File: src/rtl/burst_pkg.sv
package burst_pkg;

   // decoded command for one clock edge
   typedef enum logic [1:0] {
      CMD_HOLD  = 2'd0,
      CMD_LOAD  = 2'd1,
      CMD_DESEL = 2'd2,
      CMD_ADV   = 2'd3
   } burst_cmd_e;

   // build-time choice of burst order
   localparam int ORDER_LINEAR      = 0;
   localparam int ORDER_INTERLEAVED = 1;
   localparam int ORDER_PIN         = 2;

endpackage

File: src/rtl/burst_ctrl.sv
module burst_ctrl
   import burst_pkg::*;
(
   input  logic       cke,
   input  logic       adv,
   input  logic       sel,
   output burst_cmd_e cmd
);

   always_comb begin
      if (!cke)
         cmd = CMD_HOLD;
      else if (adv)
         cmd = CMD_ADV;
      else if (sel)
         cmd = CMD_LOAD;
      else
         cmd = CMD_DESEL;
   end

endmodule

File: src/rtl/burst_beat_cnt.sv
module burst_beat_cnt
   import burst_pkg::*;
#(
   parameter int BEAT_W = 2
) (
   input  logic              clk,
   input  logic              rst_n,
   input  burst_cmd_e        cmd,
   output logic [BEAT_W-1:0] beat
);

   localparam logic [BEAT_W-1:0] STEP = BEAT_W'(1);

   always_ff @(posedge clk or negedge rst_n) begin
      if (!rst_n)
         beat <= '0;
      else begin
         case (cmd)
            CMD_LOAD, CMD_DESEL: beat <= '0;
            CMD_ADV:             beat <= beat + STEP;
            default:             beat <= beat;
         endcase
      end
   end

endmodule

File: src/rtl/burst_state_reg.sv
module burst_state_reg
   import burst_pkg::*;
#(
   parameter int ADDR_W = 18
) (
   input  logic              clk,
   input  logic              rst_n,
   input  burst_cmd_e        cmd,
   input  logic [ADDR_W-1:0] addr_in,
   input  logic              wr_in,
   output logic [ADDR_W-1:0] base,
   output logic              wr_q,
   output logic              valid_q
);

   always_ff @(posedge clk or negedge rst_n) begin
      if (!rst_n) begin
         base    <= '0;
         wr_q    <= 1'b0;
         valid_q <= 1'b0;
      end else begin
         case (cmd)
            CMD_LOAD: begin
               base    <= addr_in;
               wr_q    <= wr_in;
               valid_q <= 1'b1;
            end
            CMD_DESEL: valid_q <= 1'b0;
            default: ;
         endcase
      end
   end

endmodule

File: src/rtl/burst_order.sv
module burst_order
   import burst_pkg::*;
#(
   parameter int BEAT_W    = 2,
   parameter int ORDER_CFG = ORDER_PIN
) (
   input  logic [BEAT_W-1:0] start,
   input  logic [BEAT_W-1:0] beat,
   input  logic              ilv,
   output logic [BEAT_W-1:0] low
);

   logic [BEAT_W-1:0] lin_low;
   logic [BEAT_W-1:0] xor_low;

   assign lin_low = start + beat;

   for (genvar b = 0; b < BEAT_W; b++) begin : g_xor
      assign xor_low[b] = start[b] ^ beat[b];
   end

   if (ORDER_CFG == ORDER_LINEAR) begin : g_lin
      logic unused_ilv;
      assign unused_ilv = ilv ^ (^xor_low);
      assign low = lin_low;
   end else if (ORDER_CFG == ORDER_INTERLEAVED) begin : g_ilv
      logic unused_ilv;
      assign unused_ilv = ilv ^ (^lin_low);
      assign low = xor_low;
   end else begin : g_pin
      assign low = ilv ? xor_low : lin_low;
   end

endmodule

File: src/rtl/burst_addr_seq.sv
module burst_addr_seq
   import burst_pkg::*;
#(
   parameter int ADDR_W    = 18,
   parameter int BEAT_W    = 2,
   parameter int ORDER_CFG = ORDER_PIN
) (
   input  logic              clk,
   input  logic              rst_n,
   input  logic              cke,
   input  logic              adv,
   input  logic              sel,
   input  logic              wr_in,
   input  logic              order_ilv,
   input  logic [ADDR_W-1:0] addr_in,
   output logic [ADDR_W-1:0] addr_out,
   output logic [BEAT_W-1:0] beat_out,
   output logic              wr_out,
   output logic              valid_out
);

   localparam int UPPER_W = ADDR_W - BEAT_W;

   if (BEAT_W < 1) begin : g_bad_beat
      $error("burst_addr_seq: BEAT_W must be at least 1");
   end
   if (UPPER_W < 1) begin : g_bad_addr
      $error("burst_addr_seq: ADDR_W must exceed BEAT_W");
   end
   if (ORDER_CFG < ORDER_LINEAR || ORDER_CFG > ORDER_PIN) begin : g_bad_cfg
      $error("burst_addr_seq: ORDER_CFG out of range");
   end

   burst_cmd_e        cmd;
   logic [ADDR_W-1:0] base;
   logic [BEAT_W-1:0] low;

   burst_ctrl u_ctrl (
      .cke (cke),
      .adv (adv),
      .sel (sel),
      .cmd (cmd)
   );

   burst_beat_cnt #(.BEAT_W(BEAT_W)) u_cnt (
      .clk   (clk),
      .rst_n (rst_n),
      .cmd   (cmd),
      .beat  (beat_out)
   );

   burst_state_reg #(.ADDR_W(ADDR_W)) u_state (
      .clk     (clk),
      .rst_n   (rst_n),
      .cmd     (cmd),
      .addr_in (addr_in),
      .wr_in   (wr_in),
      .base    (base),
      .wr_q    (wr_out),
      .valid_q (valid_out)
   );

   burst_order #(.BEAT_W(BEAT_W), .ORDER_CFG(ORDER_CFG)) u_order (
      .start (base[BEAT_W-1:0]),
      .beat  (beat_out),
      .ilv   (order_ilv),
      .low   (low)
   );

   assign addr_out = {base[ADDR_W-1:BEAT_W], low};

endmodule

File: config.mk
export PLATFORM = sky130hd
export DESIGN_NAME = burst_addr_seq
export DESIGN_NICKNAME = d
export VERILOG_FILES = /design/src/rtl/burst_pkg.sv /design/src/rtl/burst_ctrl.sv /design/src/rtl/burst_beat_cnt.sv /design/src/rtl/burst_state_reg.sv /design/src/rtl/burst_order.sv /design/src/rtl/burst_addr_seq.sv
export SDC_FILE = /design/constraint.sdc
export NUM_CORES = 1
export LEC_CHECK = 0
export ABC_AREA = 1
export BUFFER_PORTS_ARGS = -buffer_cell sky130_fd_sc_hd__buf_4
export CAP_MARGIN = 20
export CORE_ASPECT_RATIO = 0.9
export CORE_MARGIN = 8
export CORE_UTILIZATION = 42
export CTS_CLUSTER_SIZE = 30
export DETAILED_ROUTE_END_ITERATION = 10
export GPL_TIMING_DRIVEN = 0
export PLACE_DENSITY_LB_ADDON = 0.1
export SYNTH_ARGS = -nofsm -noshare
export SYNTH_HDL_FRONTEND = slang
export SYNTH_SLANG_ARGS = --single-unit
File: constraint.sdc
create_clock -name clk -period 0.9 [get_ports clk]
set_clock_uncertainty 0.1 [all_clocks]
set_input_delay 0.09 -clock clk [delete_from_list [all_inputs] [get_ports clk]]
set_output_delay 0.09 -clock clk [all_outputs]
set_load 0.02 [all_outputs]
==> metrics.yaml <==
routing:
  drt_wl_total_um: 3238
  drt_iter0_markers: 29
  ant_nets: 0
  dr.pass1.iters: 4
  num_vias: 1062
  drt-vias-per-instance: 4.617
  drc: 0
  wire_per_inst_um: 14.08
sta:
  setup_viol: 25
  max_clock_freq_mhz: 675.5
  period_needed_ns: 1.480
  max-slew-margin-rel: 0.8145
  rsz0062_at_grt: "true"
  fin_hold_ws_ns: 0.08593
  drv_slew: 0
  setup_ws_ns: -0.5805
  fin_tns_setup_ns: -4.427
  tightest_slew_ns: 0.2783
  hold_viol_final: 0
  timing.final.crit_share: 1.645
floorplanning:
  die_area_um2: 4655
  die_y_um: 65.53
  placement_rows: 18
  core_um2: 2680
  initial_core_util: 0.4272
  pin_count: 47
  fp.dieW_um: 71.04
clocking:
  cts.sinks: 22
  cts_tree: "yes"
  numCtsBuffers: 3
  cts_root_buffer: "clkbuf_4"
  clock_latency_ns: 0.31
  path_clk_slew_ns: 0.13
  cts.path.max_buffers: 2
  h-tree-depth: 1
global_route:
  grt_pass1_vias: 1053
  grt_overflow_total: 0
  grt_pass1_wl_um: 4685
  antenna_found_initial: 0
  groute.usage.overall: 0.1255
  grt_max_degree: 23
outcome:
  outcome: "finished with violations"
  violations: "negative setup slack"
cells_and_area:
  drive_above_1_share: 0.5200
  final_util: 0.7586
  syn_to_final_growth_pct: 77.60
  antenna_cells: 0
  nFillCells: 179
  final_nets: 231
  design_area_um2: 2033
synthesis:
  ys_seq_area_frac: 0.4809
  yosysTopAreaCellShare: 0.4809
  synthTopCellsByArea: "dfrtp_1 (48%), buf_4 (10%), inv_1 (9.2%), nand2_1 (9.2%), o21ai_0 (8.3%)"
  syn_nets: 163
  synth_top_area_cell: "dfrtp_1"
  yosysWarnings: 0
  ys_ff_latch: 22
  netlist_area_um2: 1145
  yosysUniqueCellTypes: 14
  syn_inst: 133
  syn-mean-instance-area_um2: 8.608
critical_path:
  worstSetupEndpointType: "output pin"
  critPathMaxFanout: 2
  cp_data_required_time_ns: 0.71
  slowest_delay_ns: 0.42
  cp-start-kind: "register"
  crit_top_cell: "inv_2"
  critical_path_class: "reg -> out"
  crit_chain: "ha_4 -> inv_2 -> nor2_2 -> nand3_1 -> nand2_1 -> inv_2 -> buf_6"
  cp_slowest_cell: "dfrtp_1"
  arrival_ns: 1.29
power_and_ir_drop:
  p_leak_nw: 1.021
  p_per_area_nw_per_um2: 1627
  peakVddDrop_v: 0.001088
min_path:
  min_path_type: "in -> async"
flow_run:
  cap_violations: 0
placement:
  post_dp_cell_area_um2: 1584
  routabilityCongestion: 0.6766
  hpwl_um: 2023
  numPortBuffers: 46
-- power breakdown --
group	total, mW	switching (mW)	internal, mW	leakage, nW
Combinational	1.27	0.592	0.681	0.724
Clock	0.767	0.317	0.450	0.0279
Sequential	1.27	0.125	1.14	0.269
Total	3.31	1.03	2.27	1.02
-- routing by layer --
layer | up-vias | global-route usage | share of wire | wire length (um)
li1 | 524 | - | - | -
met1 | 503 | 0.1307 | 0.37 | 1195
met2 | 33 | 0.2382 | 0.57 | 1839
met3 | 2 | 0.03647 | 0.057 | 184
met4 | 0 | 0.03886 | 0.0059 | 19
met5 | - | 0 | 0 | 0
-- critical path: cells and delay by family (launching register included) --
family,cells,cell delay (ns)
buffers and inverters,3,0.19
adder cells (fa/ha/maj),1,0.15
flip-flops,1,0.42
AND/OR/NAND/NOR,3,0.24
-- cells in the final DEF (no fill, tap or decap) --
cell type	Yosys	layout
o21ai_4	0	1
o21ai_1	2	12
buf_2	1	1
a21oi_1	1	1
nand3_1	4	4
bufinv_16	0	1
nor2_2	0	1
ha_4	0	3
nand2_4	0	3
inv_2	0	6
nand2_2	0	12
buf_4	16	33
buf_8	2	3
dfrtp_2	0	2
clkbuf_4	0	3
ha_1	5	2
nor2_1	2	1
inv_1	28	22
o21ai_2	2	9
dfrtp_1	22	20
dlygate4sd3_1	0	20
clkbuf_16	0	3
o21ai_0	19	1
buf_6	1	23
nand2_1	28	13
-- registers in the layout (all words and copies together), names as in the netlist --
signal           flops
u_state.valid_q      1
u_state.base        18
u_cnt.beat           2
u_state.wr_q         1
-- per-stage QoR --
| stage | setup WS, ns | power, mW | cells |
|---|---|---|---|
| floorplan | -0.1885 | 1.903 | 133 |
| global placement | -0.3633 | 2.293 | 209 |
| detailed placement | -0.4000 | 2.324 | 209 |
| CTS | -0.5762 | 3.140 | 220 |
| global route | -0.6577 | 3.471 | 230 |
| finish | -0.5805 | 3.308 | 230 |
-- final timing paths --
path / startpoint / to / slack [ns] / depth (start not counted)
max reg2reg: u_cnt.beat[0] / u_cnt.beat[1] / -0.08 / 3
min reg2reg: u_state.base[6] / u_state.base[6] / 0.44 / 2
min: rst_n / u_state.base[8] / 0.09 / 2
min in group clk: cke / u_state.valid_q / 0.17 / 5
max: u_state.base[0] / addr_out[1] / -0.58 / 7
max in group asynchronous: rst_n / u_cnt.beat[1] / 0.38 / 2
-- cells by family after synthesis --
| kind of cell | count (synthesis) | synth area share |
|---|---|---|
| flops | 22 | 0.4809 |
| simple gates | 34 | 0.1158 |
| compound gates | 24 | 0.1115 |
| buf+inv | 48 | 0.2372 |
| fa+ha+maj | 5 | 0.05464 |
-- synth_stat cells (all sizes together) --
master,instances
a21oi,1
inv,28
buf,20
nand3,4
nor2,2
nand2,28
ha,5
o21ai,23
dfrtp,22
-- layout make-up --
| class | instances | area, um^2 | share of cell area |
|---|---|---|---|
| flip-flops and latches | 22 | 553.0 | 0.2720 |
| well taps | 30 | 37.54 | 0.01846 |
| clock buffers | 3 | 22.52 | 0.01108 |
| inverters | 28 | 105.1 | 0.05169 |
| plain buffers | 4 | 50.05 | 0.02462 |
| multi-input cells | 63 | 452.9 | 0.2228 |
| repair buffers | 79 | 782.0 | 0.3846 |
| clock inverters | 1 | 30.03 | 0.01477 |
-- repair_timing --
item | CTS | global route
endpoints found under the hold margin | 41 | 0
setup endpoints to repair | 41 | 37
hold buffers | 20 | 0
setup buffers | 3 | 7
pin swaps | 3 | 3
gates resized for setup | 23 | 27
cloned | 0 | 3
Power figures use the tool's default switching activity.
